`config.mk`:
```
export PLATFORM = sky130hd
export DESIGN_NAME = stencil_stream
export DESIGN_NICKNAME = d
export VERILOG_FILES = /design/src/rtl/stencil_pkg.sv /design/src/rtl/stencil_lnbuf.sv /design/src/rtl/stencil_pe.sv /design/src/rtl/stencil_stream.sv
export SDC_FILE = /design/constraint.sdc
export NUM_CORES = 1
export LEC_CHECK = 0
export ABC_AREA = 1
export BUFFER_PORTS_ARGS = -buffer_cell sky130_fd_sc_hd__buf_2
export CORE_ASPECT_RATIO = 1.25
export CORE_MARGIN = 4
export CORE_UTILIZATION = 55
export DETAILED_ROUTE_END_ITERATION = 7
export GPL_TIMING_DRIVEN = 0
export HOLD_SLACK_MARGIN = 0.06
export PLACE_DENSITY_LB_ADDON = 0.1
export SLEW_MARGIN = 20
export SYNTH_ARGS = -nofsm -noshare
export SYNTH_HDL_FRONTEND = slang
export SYNTH_SLANG_ARGS = --single-unit
```
`constraint.sdc`:
```
create_clock -name clk -period 6.05 [get_ports clk]
set_clock_uncertainty 0.15 [all_clocks]
set_input_delay 1.21 -clock clk [delete_from_list [all_inputs] [get_ports clk]]
set_output_delay 1.21 -clock clk [all_outputs]
set_load 0.01 [all_outputs]
```
`src/rtl/stencil_pkg.sv`:
```
package stencil_pkg;
    // right shift applied to the nine-pixel sum
    localparam int WIN_SHIFT = 3;
    // number of pixels in one neighbourhood
    localparam int WIN_TAPS  = 9;
    // guard bits to hold the sum of nine pixels
    localparam int SUM_GUARD = 4;
endpackage

```
`src/rtl/stencil_lnbuf.sv`:
```
module stencil_lnbuf #(
    parameter int DEPTH = 4,
    parameter int WID   = 64,
    localparam int AW   = (DEPTH > 1) ? $clog2(DEPTH) : 1
) (
    input  logic           clk,
    input  logic           rst_n,
    input  logic [AW-1:0]  rd_addr,
    output logic [WID-1:0] rd_data,
    input  logic           wr_en,
    input  logic [AW-1:0]  wr_addr,
    input  logic [WID-1:0] wr_data
);
    logic [WID-1:0] mem_q [DEPTH];

    assign rd_data = mem_q[rd_addr];

    always_ff @(posedge clk) begin
        if (wr_en) begin
            mem_q[wr_addr] <= wr_data;
        end
    end


    rdwr_chk: assert property (@(posedge clk) disable iff (!rst_n)
        wr_en |=> (rd_addr != $past(wr_addr)) || (rd_data == $past(wr_data)));
endmodule

```
`src/rtl/stencil_pe.sv`:
```
module stencil_pe
    import stencil_pkg::*;
#(
    parameter int DW = 8
) (
    input  logic [WIN_TAPS*DW-1:0] win,
    input  logic                   border,
    output logic [DW-1:0]          px
);
    localparam int SW = DW + SUM_GUARD;
    localparam logic [SW-1:0] MAXV = SW'((1 << DW) - 1);

    logic [SW-1:0] sum_d;
    logic [SW-1:0] avg_d;

    always_comb begin
        sum_d = '0;
        for (int t = 0; t < WIN_TAPS; t++) begin
            sum_d = sum_d + SW'(win[t*DW +: DW]);
        end
        avg_d = sum_d >> WIN_SHIFT;
        if (border) begin
            px = win[4*DW +: DW];
        end else if (avg_d > MAXV) begin
            px = MAXV[DW-1:0];
        end else begin
            px = avg_d[DW-1:0];
        end
    end
endmodule

```
`src/rtl/stencil_stream.sv`:
```
module stencil_stream
    import stencil_pkg::*;
#(
    parameter int IMG_W = 16,
    parameter int IMG_H = 4,
    parameter int P     = 4,
    parameter int DW    = 8
) (
    input  logic            clk,
    input  logic            rst_n,
    input  logic            in_valid,
    output logic            in_ready,
    input  logic            in_sof,
    input  logic            in_eol,
    input  logic [P*DW-1:0] in_data,
    output logic            out_valid,
    input  logic            out_ready,
    output logic            out_sof,
    output logic            out_eol,
    output logic [P*DW-1:0] out_data
);
    localparam int NB  = IMG_W / P;
    localparam int BXW = (NB > 1) ? $clog2(NB) : 1;
    localparam int RW  = $clog2(IMG_H + 2);
    localparam int BW  = P * DW;

    typedef struct packed {
        logic [BXW-1:0] bx;
        logic [RW-1:0]  ry;
        logic [BXW-1:0] ox;
        logic [RW-1:0]  oy;
        logic [BW-1:0]  c1t;
        logic [BW-1:0]  c1m;
        logic [BW-1:0]  c1b;
        logic [DW-1:0]  c2t;
        logic [DW-1:0]  c2m;
        logic [DW-1:0]  c2b;
        logic           ov;
        logic           osof;
        logic           oeol;
        logic [BW-1:0]  od;
    } st_t;

    st_t s_d, s_q;

    logic           flushing, can_adv, accept, drop, step, emit;
    logic [BW-1:0]  newpix, rtop, rmid;
    logic [2*BW-1:0] rd_word;
    logic [BW-1:0]  res;

    assign flushing = (s_q.ry >= RW'(IMG_H));
    assign can_adv  = !s_q.ov || out_ready;
    assign in_ready = can_adv && !flushing;
    assign accept   = in_valid && in_ready;
    assign drop     = accept && (s_q.ry == '0) && (s_q.bx == '0) && !in_sof;
    assign step     = (accept && !drop) || (flushing && can_adv);
    assign emit     = step && ((s_q.ry >= RW'(2)) || ((s_q.ry == RW'(1)) && (s_q.bx != '0)));
    assign newpix   = flushing ? '0 : in_data;
    assign rtop     = rd_word[2*BW-1:BW];
    assign rmid     = rd_word[BW-1:0];

    stencil_lnbuf #(.DEPTH(NB), .WID(2*BW)) lnbuf_i (
        .clk     (clk),
        .rst_n   (rst_n),
        .rd_addr (s_q.bx),
        .rd_data (rd_word),
        .wr_en   (step),
        .wr_addr (s_q.bx),
        .wr_data ({rmid, newpix})
    );

    for (genvar g = 0; g < P; g++) begin : g_pe
        logic [DW-1:0] lt, lm, lb, rt, rm, rb;
        logic          edge_b;
        if (g == 0) begin : g_left_seam
            assign lt = s_q.c2t;
            assign lm = s_q.c2m;
            assign lb = s_q.c2b;
        end else begin : g_left_in
            assign lt = s_q.c1t[(g-1)*DW +: DW];
            assign lm = s_q.c1m[(g-1)*DW +: DW];
            assign lb = s_q.c1b[(g-1)*DW +: DW];
        end
        if (g == P-1) begin : g_right_seam
            assign rt = rtop[0 +: DW];
            assign rm = rmid[0 +: DW];
            assign rb = newpix[0 +: DW];
        end else begin : g_right_in
            assign rt = s_q.c1t[(g+1)*DW +: DW];
            assign rm = s_q.c1m[(g+1)*DW +: DW];
            assign rb = s_q.c1b[(g+1)*DW +: DW];
        end
        assign edge_b = (s_q.oy == '0) || (s_q.oy == RW'(IMG_H-1)) ||
                        ((s_q.ox == '0) && (g == 0)) ||
                        ((s_q.ox == BXW'(NB-1)) && (g == P-1));
        stencil_pe #(.DW(DW)) pe_i (
            .win    ({rb, s_q.c1b[g*DW +: DW], lb,
                      rm, s_q.c1m[g*DW +: DW], lm,
                      rt, s_q.c1t[g*DW +: DW], lt}),
            .border (edge_b),
            .px     (res[g*DW +: DW])
        );
    end

    always_comb begin
        s_d = s_q;
        if (step) begin
            if (s_q.ry == RW'(IMG_H+1)) begin
                s_d.bx = '0;
                s_d.ry = '0;
            end else if (s_q.bx == BXW'(NB-1)) begin
                s_d.bx = '0;
                s_d.ry = s_q.ry + RW'(1);
            end else begin
                s_d.bx = s_q.bx + BXW'(1);
            end
            s_d.c2t = s_q.c1t[(P-1)*DW +: DW];
            s_d.c2m = s_q.c1m[(P-1)*DW +: DW];
            s_d.c2b = s_q.c1b[(P-1)*DW +: DW];
            s_d.c1t = rtop;
            s_d.c1m = rmid;
            s_d.c1b = newpix;
        end
        if (emit) begin
            s_d.ov   = 1'b1;
            s_d.od   = res;
            s_d.osof = (s_q.ox == '0) && (s_q.oy == '0);
            s_d.oeol = (s_q.ox == BXW'(NB-1));
            if (s_q.ox == BXW'(NB-1)) begin
                s_d.ox = '0;
                s_d.oy = (s_q.oy == RW'(IMG_H-1)) ? '0 : s_q.oy + RW'(1);
            end else begin
                s_d.ox = s_q.ox + BXW'(1);
            end
        end else if (out_ready) begin
            s_d.ov = 1'b0;
        end
    end

    always_ff @(posedge clk or negedge rst_n) begin
        if (!rst_n) begin
            s_q <= '0;
        end else begin
            s_q <= s_d;
        end
    end

    assign out_valid = s_q.ov;
    assign out_sof   = s_q.osof;
    assign out_eol   = s_q.oeol;
    assign out_data  = s_q.od;


    hold_data_chk: assert property (@(posedge clk) disable iff (!rst_n)
        out_valid && !out_ready |=> out_valid && $stable(out_data) &&
                                    $stable(out_sof) && $stable(out_eol));

    stall_in_chk: assert property (@(posedge clk) disable iff (!rst_n)
        out_valid && !out_ready |-> !in_ready);

    out_drop_chk: assert property (@(posedge clk) disable iff (!rst_n)
        $fell(out_valid) |-> $past(out_ready));

    in_eol_pos_chk: assert property (@(posedge clk) disable iff (!rst_n)
        in_valid && in_ready && in_eol |-> (s_q.bx == BXW'(NB-1)));
endmodule

```
# ---- After elaboration in Yosys (flattened, before gate mapping)
# Memories as Yosys holds them, arrays and structs flattened.
# Cells that the tools add are included.
dict set report totals {
  regBits 165
  ramBits 256
  inputBits 38
  out_inout_bits 36
  wordCells 109
  mem_count 1
}
dict set report classes {
  n_addsub 36
  magnitude_cmp 6
  eq_ne 5
  muxes 18
  n_reduce_logical 29
}
# name depth width read_ports rd_ports_with_merged_regs write_ports line
set memory_table {}
lappend memory_table {lnbuf_i.mem_q 4 64 1 0 1 stencil_lnbuf.sv:14} ;# logic [WID-1:0] mem_q [DEPTH];
# operator n
set op_table {}
lappend op_table {{$add A12 B8 Y12} 28}
lappend op_table {{$mux W8} 8}
lappend op_table {{$add A8 B8 Y9} 4}
lappend op_table {{$gt A9 B8 Y1 const B} 4}
lappend op_table {{$mux W32} 1}
lappend op_table {{$logic_and A1 B1 Y1} 10}
lappend op_table {{$add A3 B1 Y3 const B} 2}
lappend op_table {{$logic_not A3 Y1} 2}
lappend op_table {{$logic_or A1 B1 Y1} 6}
lappend op_table {{$mux W3} 2}
lappend op_table {{$reduce_bool A2 Y1} 3}
lappend op_table {{$mux W5} 1}
lappend op_table {{$add A2 B1 Y2 const B} 2}
lappend op_table {{$eq A2 B2 Y1 const B} 2}
lappend op_table {{$logic_not A1 Y1} 4}
lappend op_table {{$logic_not A2 Y1} 2}
lappend op_table {{$mux W1} 4}
lappend op_table {{$mux W2} 2}
lappend op_table {{$reduce_and A2 Y1} 2}
lappend op_table {{$eq A3 B1 Y1 const B} 1}
lappend op_table {{$eq A3 B2 Y1 const B} 1}
lappend op_table {{$eq A3 B3 Y1 const B} 1}
lappend op_table {{$ge A3 B2 Y1 const B} 1}
lappend op_table {{$ge A3 B3 Y1 const B} 1}

# ---- Logic depth before layout (Yosys ltp)
dict set report depth {
  ltp_word 12
  depth_mapped 25
  ltp_nobuf 25
}

# ---- By module
# From an unflattened synthesis, not the netlist that was laid out.
dict set report unflattened {
  hier_cells 2766
  area_unflattened_um2 25517.0
}
# module n_inst cells_per_inst area_per_inst_um2 seq_area_each_um2
set modules_own_cells {}
lappend modules_own_cells {stencil_lnbuf 1 1010 10761.6 7687.4}
lappend modules_own_cells {stencil_stream 1 836 7018.0 4129.0}
lappend modules_own_cells {{stencil_pe at g_pe[0].pe_i} 1 230 1951.9 0.0}
lappend modules_own_cells {{stencil_pe at g_pe[1].pe_i} 1 230 1949.4 0.0}
lappend modules_own_cells {{stencil_pe at g_pe[2].pe_i} 1 230 1925.6 0.0}
lappend modules_own_cells {{stencil_pe at g_pe[3].pe_i} 1 230 1910.6 0.0}

# ---- Least setup slack after synthesis
# Ideal clock, no wire load.
dict set report synth_path {
  path_type {flip-flop to flip-flop}
  start {register s_q (netlist bit g_pe[0].rt[0])}
  end {register s_q (netlist bit out_data[13])}
  setup_ns 0.116
  t_arrival_ns 5.101
  setup_slack_ns 0.682
  stages_incl_launch_ff 25
  synth_period_minus_slack_ns 5.368
  cell_sequence {dfrtp_1 ha_1 inv_1 fa_1 o21ai_0 nand2_1 nand2_1 a21oi_1 xor2_1 inv_1 fa_1 inv_1 fa_1 fa_1 fa_1 inv_1 ha_1 a21oi_1 o21ai_0 nand2_1 nand2_1 nor2_1 nand3_1 nand2_1 nand2_1}
}
dict set report synth_via {
  elab_chain_cells 11
}
# element line
set synth_rtl {}
lappend synth_rtl {{start: declaration} stencil_stream.sv:44} ;# st_t s_d, s_q;
lappend synth_rtl {{start signal: assignment} stencil_stream.sv:142} ;# s_q <= '0;
lappend synth_rtl {{start signal: assignment} stencil_stream.sv:144} ;# s_q <= s_d;
lappend synth_rtl {{$add A8 B8 Y9 *} stencil_pe.sv:19} ;# sum_d = sum_d + SW'(win[t*DW +: DW]);
lappend synth_rtl {{$add A12 B8 Y12 * (7 in a row)} stencil_pe.sv:19}
lappend synth_rtl {{$gt A9 B8 Y1} stencil_pe.sv:24} ;# end else if (avg_d > MAXV) begin
lappend synth_rtl {{$mux W8 *} stencil_pe.sv:24}
lappend synth_rtl {{$mux W8 *} stencil_pe.sv:22} ;# if (border) begin
# Every way passes the cells marked *; elsewhere a longest branch is shown, timed or not.
# A chain may end at the register's enable or synchronous reset.

# ---- Final worst setup path
dict set report layout_path {
  start {register s_q (netlist bit g_pe[0].rt[0])}
  end {register s_q (netlist bit out_data[9])}
}
# Same word-level chain as after synthesis.

==> flow_summary.yaml <==
outcome:
  outcome: "completed"
routing:
  drt_pass1_iterations: 5
  post-route-drc-count: 0
  drt_iter0_markers: 1354
  finalWirelength_mm: 71.3
  postRouteAntennaNets: 0
  post_drt_wl_per_cell_um: 22.7
  routed_via_density: 5.55
  via_count: 17427
die:
  initial_core_util_pct: 56.1
  row_count: 85
  floorplan.die_area_sq_um: 47700
  core_sq_um: 43400
  top_level_ports: 74
  dieHeight_um: 243
  dieWidth_um: 196
synth:
  post_synth_design_cell_area_sq_um: 24300
  postSynthRegisterBits: 421
  predominant_post_synthesis_flop_cell: "edfxtp_1"
  net_count_of_the_mapped_netlist: 2726
  avgSynthCellArea_sq_um: 10.1
  synth_enable_flop_cells: 256
  post_synth_main_area_contributors: "edfxtp_1 32%, dfrtp_1 17%, fa_1 15%, nand2_1 6.5%, inv_1 6.0%"
  yosys.area.top_type_share_pct: 31.6
  synth_top_cells_by_count: "423 x nand2_1, 392 x inv_1, 256 x edfxtp_1, 214 x nor2_1, 188 x fa_1"
  ys_types: 32
  post-synth-top-count-cell: "nand2_1"
  synth-async-reset-ratio_pct: 39.2
  seq_area_frac_synth_pct: 48.6
  yosys_warnings: 0
  post_synth_inst_count: 2412
  netlist.top_cell.by_area: "edfxtp_1"
finish:
  area_growth_pct: 12.2
  num-fill-cells: 3603
  multi_input_comb_area_sq_um: 10500
  finalNetCount: 2854
  stdcell_area_sq_um: 27300
  drive_above_1_share_pct: 9.41
  final_util_pct: 62.9
  ff_latch_area_sq_um: 11800
clock_tree:
  clock-root-buffer: "clkbuf_16"
  clkSlewWorstSetupHoldPaths_ns: 0.06
  post_cts.repair.setup_buffers: 0
  worstSkewPairLatency_ns: 0.60
  max-clock-path-buffers: 3
  cts_tree: "yes"
  cts-htree-levels: 2
  cts_buffers: 43
  cts_sinks: 421
sta:
  setup_viol: 0
  rsz_0062_raised_after_global_routing: "false"
  finalSetupTns_ns: 0
  fmaxAchievable_mhz: 173
  fin_crit_ns: 5.77
  setup_ws_ns: 0.276
  slew_headroom_pct: 33.6
  worstMarginPinSlew_ns: 0.997
  layout_worst_path_cycle_share_pct: 95.4
  hold_violations: 0
  finalMaxSlewViolations: 0
critical_path:
  path_common_cell: "nand2_1"
  timing.critical_path.slowest_cell_delay_ns: 0.56
  cp_data_arrival_time_ns: 6.08
  cp-end-kind: "register"
  path_cells: "ha_1, inv_1, fa_1, o21ai_1, nand2_1, nand2_1, a21oi_1, xor2_1, inv_1, fa_1, inv_1, fa_1, fa_1, fa_1, inv_1, ha_1, a21oi_1, o21ai_0, nand2_1, nand2_1, nor2_4, nand3_1, nand2_1, nand2_1"
  critPathSlowestCell: "fa_1"
  worstPathRequired_ns: 6.35
  critPathLaunchType: "register"
  timing.critical_path.fanout_max: 8
  critical_path_class: "reg -> reg"
placement:
  io_buffer_count: 72
  place_worst_setup_slack_ns: -0.0866
  place_congestion: 0.988
  post-dp-hpwl_mm: 56.0
  dpl-instance-area_sq_um: 25700
hold_path:
  min-delay-path-class: "reg -> reg"
global_routing:
  global_route.usage.total_pct: 30.1
  grt_antenna_before_repair: 1
  global_route_wire_length_before_repair_mm: 107
  grt_overflow: 0
  grt_max_degree: 91
  first_global_vias: 17693
run:
  cap_viol_max_count: 0
-- logic make-up after synthesis --
family | Yosys count | share of synthesized area [%]
xor+xnor | 36 | 1.30
flops | 421 | 48.6
compound gates | 390 | 8.51
buf+inv | 512 | 8.75
simple gates | 777 | 12.9
fa+ha+maj | 276 | 20.0
-- cells in the final DEF, fill, tap and decap left out, types with 86 or more instances in the layout --
cell | synthesis | layout
inv_1 | 392 | 391
nor2_1 | 214 | 207
a21oi_1 | 120 | 117
buf_2 | 15 | 86
edfxtp_1 | 256 | 256
nand3_1 | 112 | 112
o21ai_0 | 182 | 178
ha_1 | 88 | 88
fa_1 | 188 | 188
nand2_1 | 423 | 423
dfrtp_1 | 165 | 164
-- critical path: cells and delay by family, from the launching register on --
family                   cells  cell delay, ns
flip-flops                   1            0.45
AND/OR/NAND/NOR              8            0.79
buffers and inverters        4            0.24
XOR/XNOR                     1            0.14
adder cells (fa/ha/maj)      7            3.10
AO/OA/AOI/OAI                4            0.79
-- sequential cells by signal (all words and copies together), names as in the netlist, 10 cells and up --
signal,cells
g_pe.rt,24
out_data,32
g_pe.lb,16
g_pe.rm,24
g_pe.lt,16
g_pe.lm,16
s_q,10
g_pe.rb,24
lnbuf_i.mem_q,256
-- worst paths after layout --
| kind | end | cells after the start | start | slack (ns) |
|---|---|---|---|---|
| min in group asynchronous | g_pe[0].rb[0] | 1 | rst_n | 0.52 |
| worst min-delay path | out_data[12] | 2 | out_data[12] | 0.33 |
| worst max register to register | out_data[9] | 24 | g_pe[0].rt[0] | 0.28 |
| worst min register to register | out_data[12] | 2 | out_data[12] | 0.33 |
| worst max-delay path | out_data[9] | 24 | g_pe[0].rt[0] | 0.28 |
| max in group asynchronous | g_pe[2].rm[6] | 2 | rst_n | 4.37 |
-- stage by stage --
stage          hold slack, ns  std cells
3_5_place_dp            0.316       3060
5_1_grt                 0.352       3138
6_report                0.328       3139
2_1_floorplan           0.298       2412
3_3_place_gp            0.313       3049
4_1_cts                 0.332       3138
-- routing by layer --
layer / share of wire, % / track usage [%] / vias up
li1: - / - / 8039
met1: 38 / 37.9 / 8598
met2: 49 / 50.5 / 628
met3: 7.2 / 5.69 / 160
met4: 5.9 / 14.4 / 2
met5: 0.015 / 0 / -
-- area by class of cell --
cell class | instances | area share [%]
Clock buffer | 51 | 4.09
Tap cell | 565 | 2.59
Clock inverter | 27 | 1.52
Antenna cell | 1 | 0.00917
Inverter | 395 | 5.44
Multi-Input combinational cell | 1479 | 38.4
Sequential cell | 421 | 43.3
Buffer | 117 | 2.37
Timing Repair Buffer | 83 | 2.33
-- what timing repair did --
| item | 4_1_cts | 5_1_grt |
|---|---|---|
| gates resized for setup | 2 | 13 |
| setup endpoints to repair | 11 | 32 |
| hold buffers | 0 | 0 |
| cloned | 0 | 0 |
Power is not shown: default switching activity piles up to over one toggle a cycle in this logic, so the estimate is an artifact.
